<file path="src/rtl/wrq_pkg.sv">
package wrq_pkg;
   typedef enum logic [1:0] {
      PORT_IDLE  = 2'd0,
      PORT_READ  = 2'd1,
      PORT_DRAIN = 2'd2
   } port_sel_e;
endpackage

</file>
<file path="src/rtl/wrq_store.sv">
module wrq_store #(
   parameter int DEPTH = 4,
   parameter int AW    = 8,
   parameter int DW    = 32
) (
   input  logic          clk,
   input  logic          rst_n,
   input  logic          push,
   input  logic [AW-1:0] push_addr,
   input  logic [DW-1:0] push_data,
   input  logic          pop,
   input  logic [AW-1:0] look_addr,
   output logic [AW-1:0] head_addr,
   output logic [DW-1:0] head_data,
   output logic          hit,
   output logic          full,
   output logic          empty
);
   localparam int PW = (DEPTH > 1) ? $clog2(DEPTH) : 1;
   localparam int CW = PW + 1;

   if (DEPTH < 2 || (DEPTH & (DEPTH - 1)) != 0) begin : g_depth_bad
      $error("wrq_store: DEPTH must be a power of two of at least 2");
   end
   if (AW < 1 || DW < 1) begin : g_width_bad
      $error("wrq_store: AW and DW must be positive");
   end

   logic [AW-1:0]    slot_addr [DEPTH];
   logic [DW-1:0]    slot_data [DEPTH];
   logic [DEPTH-1:0] slot_vld;
   logic [DEPTH-1:0] slot_hit;
   logic [PW-1:0]    wp, rp;
   logic [CW-1:0]    occ;

   always_ff @(posedge clk or negedge rst_n) begin
      if (!rst_n) begin
         wp       <= '0;
         rp       <= '0;
         occ      <= '0;
         slot_vld <= '0;
      end else begin
         if (push) wp <= wp + 1'b1;
         if (pop)  rp <= rp + 1'b1;
         case ({push, pop})
            2'b10:   occ <= occ + 1'b1;
            2'b01:   occ <= occ - 1'b1;
            default: occ <= occ;
         endcase
         for (int i = 0; i < DEPTH; i++) begin
            if (push && wp == PW'(i))     slot_vld[i] <= 1'b1;
            else if (pop && rp == PW'(i)) slot_vld[i] <= 1'b0;
         end
      end
   end

   always_ff @(posedge clk) begin
      if (push) begin
         slot_addr[wp] <= push_addr;
         slot_data[wp] <= push_data;
      end
   end

   for (genvar gi = 0; gi < DEPTH; gi++) begin : g_cmp
      assign slot_hit[gi] = slot_vld[gi] && (slot_addr[gi] == look_addr);
   end

   assign hit       = |slot_hit;
   assign head_addr = slot_addr[rp];
   assign head_data = slot_data[rp];
   assign full      = (occ == CW'(DEPTH));
   assign empty     = (occ == '0);


   no_overflow_chk: assert property (@(posedge clk) disable iff (!rst_n)
      push |-> !full);

   no_underflow_chk: assert property (@(posedge clk) disable iff (!rst_n)
      pop |-> !empty);

   occ_tracks_slots_chk: assert property (@(posedge clk) disable iff (!rst_n)
      $countones(slot_vld) == int'(occ));

   swap_keeps_occ_chk: assert property (@(posedge clk) disable iff (!rst_n)
      (push && pop) |=> occ == $past(occ));
endmodule

</file>
<file path="src/rtl/wrq_port_arb.sv">
module wrq_port_arb #(
   parameter int AW                = 8,
   parameter int DW                = 32,
   parameter bit DRAIN_DURING_BUSY = 1'b1
) (
   input  logic                rd_req_valid,
   input  logic [AW-1:0]       rd_req_addr,
   input  logic                rd_busy,
   input  logic                conflict,
   input  logic                q_empty,
   input  logic [AW-1:0]       head_addr,
   input  logic [DW-1:0]       head_data,
   input  logic                mem_ready,
   output wrq_pkg::port_sel_e  sel,
   output logic                mem_valid,
   output logic                mem_write,
   output logic [AW-1:0]       mem_addr,
   output logic [DW-1:0]       mem_wdata,
   output logic                rd_take,
   output logic                q_pop
);
   import wrq_pkg::*;

   logic rd_wait;
   logic drain_ok;

   assign rd_wait = rd_req_valid && !rd_busy;

   if (DRAIN_DURING_BUSY) begin : g_drain_busy
      assign drain_ok = !q_empty && (!rd_wait || conflict);
   end else begin : g_drain_idle
      assign drain_ok = !q_empty && !rd_busy && (!rd_req_valid || conflict);
   end

   always_comb begin
      sel = PORT_IDLE;
      if (rd_wait && !conflict) sel = PORT_READ;
      else if (drain_ok)        sel = PORT_DRAIN;
   end

   always_comb begin
      mem_valid = (sel != PORT_IDLE);
      mem_write = (sel == PORT_DRAIN);
      mem_addr  = (sel == PORT_DRAIN) ? head_addr : rd_req_addr;
      mem_wdata = head_data;
      rd_take   = (sel == PORT_READ)  && mem_ready;
      q_pop     = (sel == PORT_DRAIN) && mem_ready;
   end
endmodule

</file>
<file path="src/rtl/wrq_bypass.sv">
module wrq_bypass #(
   parameter int DEPTH             = 4,
   parameter int AW                = 8,
   parameter int DW                = 32,
   parameter bit RESP_REG          = 1'b0,
   parameter bit DRAIN_DURING_BUSY = 1'b1
) (
   input  logic          clk,
   input  logic          rst_n,
   input  logic          wr_valid,
   input  logic [AW-1:0] wr_addr,
   input  logic [DW-1:0] wr_data,
   output logic          wr_full,
   input  logic          rd_req_valid,
   input  logic [AW-1:0] rd_req_addr,
   output logic          rd_req_ready,
   output logic          rd_resp_valid,
   output logic [DW-1:0] rd_resp_data,
   output logic          mem_valid,
   output logic          mem_write,
   output logic [AW-1:0] mem_addr,
   output logic [DW-1:0] mem_wdata,
   input  logic          mem_ready,
   input  logic          mem_rvalid,
   input  logic [DW-1:0] mem_rdata
);
   import wrq_pkg::*;

   logic          wr_take;
   logic          q_pop, q_hit, q_full, q_empty;
   logic [AW-1:0] head_addr;
   logic [DW-1:0] head_data;
   logic          conflict;
   logic          rd_busy;
   port_sel_e     sel;

   assign wr_take  = wr_valid && !q_full;
   assign wr_full  = q_full;
   assign conflict = q_hit || (wr_take && (wr_addr == rd_req_addr));

   wrq_store #(.DEPTH(DEPTH), .AW(AW), .DW(DW)) u_store (
      .clk(clk), .rst_n(rst_n),
      .push(wr_take), .push_addr(wr_addr), .push_data(wr_data),
      .pop(q_pop), .look_addr(rd_req_addr),
      .head_addr(head_addr), .head_data(head_data),
      .hit(q_hit), .full(q_full), .empty(q_empty)
   );

   wrq_port_arb #(.AW(AW), .DW(DW), .DRAIN_DURING_BUSY(DRAIN_DURING_BUSY)) u_arb (
      .rd_req_valid(rd_req_valid), .rd_req_addr(rd_req_addr),
      .rd_busy(rd_busy), .conflict(conflict), .q_empty(q_empty),
      .head_addr(head_addr), .head_data(head_data), .mem_ready(mem_ready),
      .sel(sel), .mem_valid(mem_valid), .mem_write(mem_write),
      .mem_addr(mem_addr), .mem_wdata(mem_wdata),
      .rd_take(rd_req_ready), .q_pop(q_pop)
   );

   always_ff @(posedge clk or negedge rst_n) begin
      if (!rst_n)            rd_busy <= 1'b0;
      else if (rd_req_ready) rd_busy <= 1'b1;
      else if (mem_rvalid)   rd_busy <= 1'b0;
   end

   if (RESP_REG) begin : g_resp_reg
      always_ff @(posedge clk or negedge rst_n) begin
         if (!rst_n) begin
            rd_resp_valid <= 1'b0;
            rd_resp_data  <= '0;
         end else begin
            rd_resp_valid <= mem_rvalid;
            if (mem_rvalid) rd_resp_data <= mem_rdata;
         end
      end
   end else begin : g_resp_pass
      assign rd_resp_valid = mem_rvalid;
      assign rd_resp_data  = mem_rdata;
   end


   read_bypass_chk: assert property (@(posedge clk) disable iff (!rst_n)
      (rd_req_valid && !rd_busy && !q_hit && !(wr_take && wr_addr == rd_req_addr))
      |-> (mem_valid && !mem_write && mem_addr == rd_req_addr));

   conflict_hold_chk: assert property (@(posedge clk) disable iff (!rst_n)
      (rd_req_valid && q_hit) |-> !rd_req_ready);

   single_read_chk: assert property (@(posedge clk) disable iff (!rst_n)
      rd_busy |-> !rd_req_ready);

   resp_expected_chk: assert property (@(posedge clk) disable iff (!rst_n)
      mem_rvalid |-> rd_busy);

   evict_parked_chk: assert property (@(posedge clk) disable iff (!rst_n)
      (wr_take && rd_req_ready) |=> !q_empty);
endmodule

</file>
<file path="config.mk">
export PLATFORM = sky130hd
export DESIGN_NAME = wrq_bypass
export DESIGN_NICKNAME = d
export VERILOG_FILES = /design/src/rtl/wrq_pkg.sv /design/src/rtl/wrq_store.sv /design/src/rtl/wrq_port_arb.sv /design/src/rtl/wrq_bypass.sv
export SDC_FILE = /design/constraint.sdc
export NUM_CORES = 1
export LEC_CHECK = 0
export ABC_CLOCK_PERIOD_IN_PS = 2300
export BUFFER_PORTS_ARGS = -buffer_cell sky130_fd_sc_hd__buf_2
export CAP_MARGIN = 30
export CORE_MARGIN = 3
export CORE_UTILIZATION = 49
export DETAILED_ROUTE_END_ITERATION = 7
export PLACE_DENSITY = 0.76
export SYNTH_ARGS = -nofsm -noshare
export SYNTH_HDL_FRONTEND = slang
export SYNTH_SLANG_ARGS = --single-unit
</file>
<file path="constraint.sdc">
create_clock -name clk -period 2.3 [get_ports clk]
set_input_delay 0 -clock clk [delete_from_list [all_inputs] [get_ports clk]]
set_output_delay 0 -clock clk [all_outputs]
set_load 0.01 [all_outputs]
</file>
==> flow_metrics.tcl <==
set metrics [dict create \
    maxSlewHeadroom_pct 62.32 \
    overflow 0 \
    drive_above_1_share_pct 42.46 \
    clock-root-buffer "clkbuf_16" \
    finalCritPeriodShare_pct 111.0 \
    synth_enable_flop_cells 160 \
    fp-row-count 43 \
    nNetsFinal 620 \
    vias_per_cell 5.406 \
    endpoint_kind "primary output" \
    rsz0062_at_grt "yes" \
    grt_usage_pct 18.59 \
    worst_slew_pin_slew_ps 565.1 \
    routed_wl_um 14480 \
    drt-pass1-iter-count 4 \
    finalSetupViolations 10 \
    final_cell_mix "160 x edfxtp_1, 91 x buf_2, 43 x dlygate4sd3_1" \
    async_flop_share_pct 6.977 \
    htree_num_levels 4 \
    drc 0 \
    core-area_um2 14200 \
    ys_types 29 \
    power.density_nw_per_um2 1181 \
    violations "negative setup slack" \
    drtIter0Drc 296 \
    diodes 0 \
    clock_path_buffers 2 \
    outcome "finished, violations left" \
    postPlaceCellArea_um2 7963 \
    final_common_cell "edfxtp_1" \
    first_global_vias 4149 \
    areaGrowthSynthToFinish_pct 25.21 \
    max_cap_violations 0 \
    p_total_uw 10800 \
    timing.hold.ws_ps 0.002823 \
    clock_sinks 172 \
    layout_setup_ws_ps -253.7 \
    wl_per_cell_um 20.19 \
    postLayoutCellArea_um2 9146 \
    crit_path_max_fanout 8 \
    seq_area_frac_synth_pct 69.89 \
    cp-start-kind "flop" \
    synthCells 387 \
    grt_pass1_wl_um 22740 \
    fin_worst_skew_ps 6.646 \
    cts_buffers 17 \
    portBuffers 98 \
    initial_core_util_pct 51.43 \
    ys_warn_count 0 \
    path_clk_slew_ps 60 \
    fmax_ghz 0.3916 \
    die_area_um2 16410 \
    ys.flop_type "edfxtp_1" \
    cp.arrival_ps 2550 \
    hold_viol_final 0 \
    ys_ff_latch 172 \
    crit_type "flop to primary output" \
    p_leak_uw 0.003338 \
    vias 3876 \
    globalplace.congestion 0.7825 \
    dieHeight_um 128.1 \
    drtAntennaViolNets 0 \
    grt_antenna_before_repair 2 \
    syn_avg_cell_area_um2 18.87 \
    min_path_type "input port to asynchronous set/reset pin" \
    hpwl_um 9375 \
    min_period_ps 2554 \
    cp.required_ps 2300 \
    die_x_um 128.1 \
    syn_area_um2 7305 \
    syn_nets 483 \
    insertion_delay_ps 420 \
    peakVddDrop_v 0.001208 \
    pin_count 163 \
    grt_max_degree 28 \
    final_max_slew_viol_count 0 \
    cts_tree "built" \
]
==> path summary, 6_finish.rpt <==
| check | from | cells past startpoint | slack, ps | end |
|---|---|---|---|---|
| max reg2reg | u_store.slot_addr[2][0]$_DFFE_PP_ | 12 | -230 | u_store.occ[2]$_DFFE_PN0P_ |
| max | u_store.slot_addr[2][0]$_DFFE_PP_ | 9 | -250 | mem_addr[2] |
| min reg2reg | u_store.occ[2]$_DFFE_PN0P_ | 1 | 490 | u_store.occ[2]$_DFFE_PN0P_ |
| min | rst_n | 2 | 0.003 | u_store.wp[0]$_DFFE_PN0P_ |
| max in group asynchronous | rst_n | 2 | 2050 | u_store.rp[1]$_DFFE_PN0P_ |
| min in group clk | mem_rdata[14] | 0 | 0 | rd_resp_data[14] |
==> metrics by stage <==
| stage | TNS (ps) | util, % | setup WS, ps | instances |
|---|---|---|---|---|
| 2_1_floorplan | -103.7 | - | -103.7 | 387 |
| 3_3_place_gp | -103.1 | 56.06 | -103.1 | 637 |
| 3_5_place_dp | -331.4 | 56.06 | -205.5 | 637 |
| 4_1_cts | -1894 | 64.04 | -214.8 | 716 |
| 5_1_grt | -3695 | 64.39 | -391.3 | 717 |
| 6_report | -2239 | 64.39 | -253.7 | 717 |
==> report_power, final <==
part           internal [uW]  leakage (uW)  switching (uW)
Combinational           1850       0.00146            1740
Clock                   1590      0.000274            1140
Sequential              4150       0.00160             335
Total                   7590       0.00334            3210
==> worst max-delay path, cell delays in order, from the launching register on <==
cell      delay [ps]
edfxtp_1         440
xnor2_2          180
nand4_1          180
nor4_4           230
a31oi_2          140
buf_4            170
a31oi_4          190
buf_12           170
mux2_4           310
buf_6            130
==> metal layers <==
metal	GRT usage [%]	vias to the layer above	wire length, um	share of wire (%)
met1	23.11	1977	5598	39
li1	-	1729	-	-
met2	30.68	123	7522	52
met5	0	-	27	0.19
met3	6.583	43	1023	7.1
met4	5.993	4	303	2.1
==> cells in the mapped netlist, drive strengths merged, types with 4 or more instances <==
library cell	instances	area (um^2)
inv	14	52.55
nor3	4	20.02
buf	48	329.1
edfxtp	160	4805
ha	9	112.6
mux4	40	900.9
nand4	4	25.02
a31oi	8	86.33
dfrtp	12	300.3
nor4	4	25.02
nand2	9	33.78
nor2	6	22.52
xor2	20	175.2
xnor2	25	219.0
clkbuf	4	15.01
mux2	9	101.4
==> layout make-up <==
type	count	area, um^2
clock inverter	15	147.6
sequential	172	5107
fill	990	5057
inverter	14	52.55
timing repair buffer	170	1256
clock buffer	17	425.4
tap	180	225.2
multi-input combinational	149	1932
==> state kept, by name, summed over array words and instances, names as in the netlist <==
register / count
rd_busy: 1
u_store.occ: 3
u_store.rp: 2
u_store.slot_addr: 32
u_store.slot_data: 128
u_store.slot_vld: 4
u_store.wp: 2
==> repair_timing <==
item                       CTS  global route
buffers inserted             4             1
hold buffers                43             0
hold endpoints to repair   173             0
setup endpoints to repair   11            12
resized for setup           21             6
pin swaps                    9             4
==> logic make-up after synthesis <==
group / count (synthesis) / share of synthesized area, %
compound gates: 11 / 1.405
xor+xnor: 45 / 5.396
fa+ha+maj: 10 / 1.816
buf+inv: 66 / 5.430
flops: 172 / 69.89
mux: 49 / 13.72
simple gates: 34 / 2.347
No activity file was read; power rests on OpenSTA's default activity.
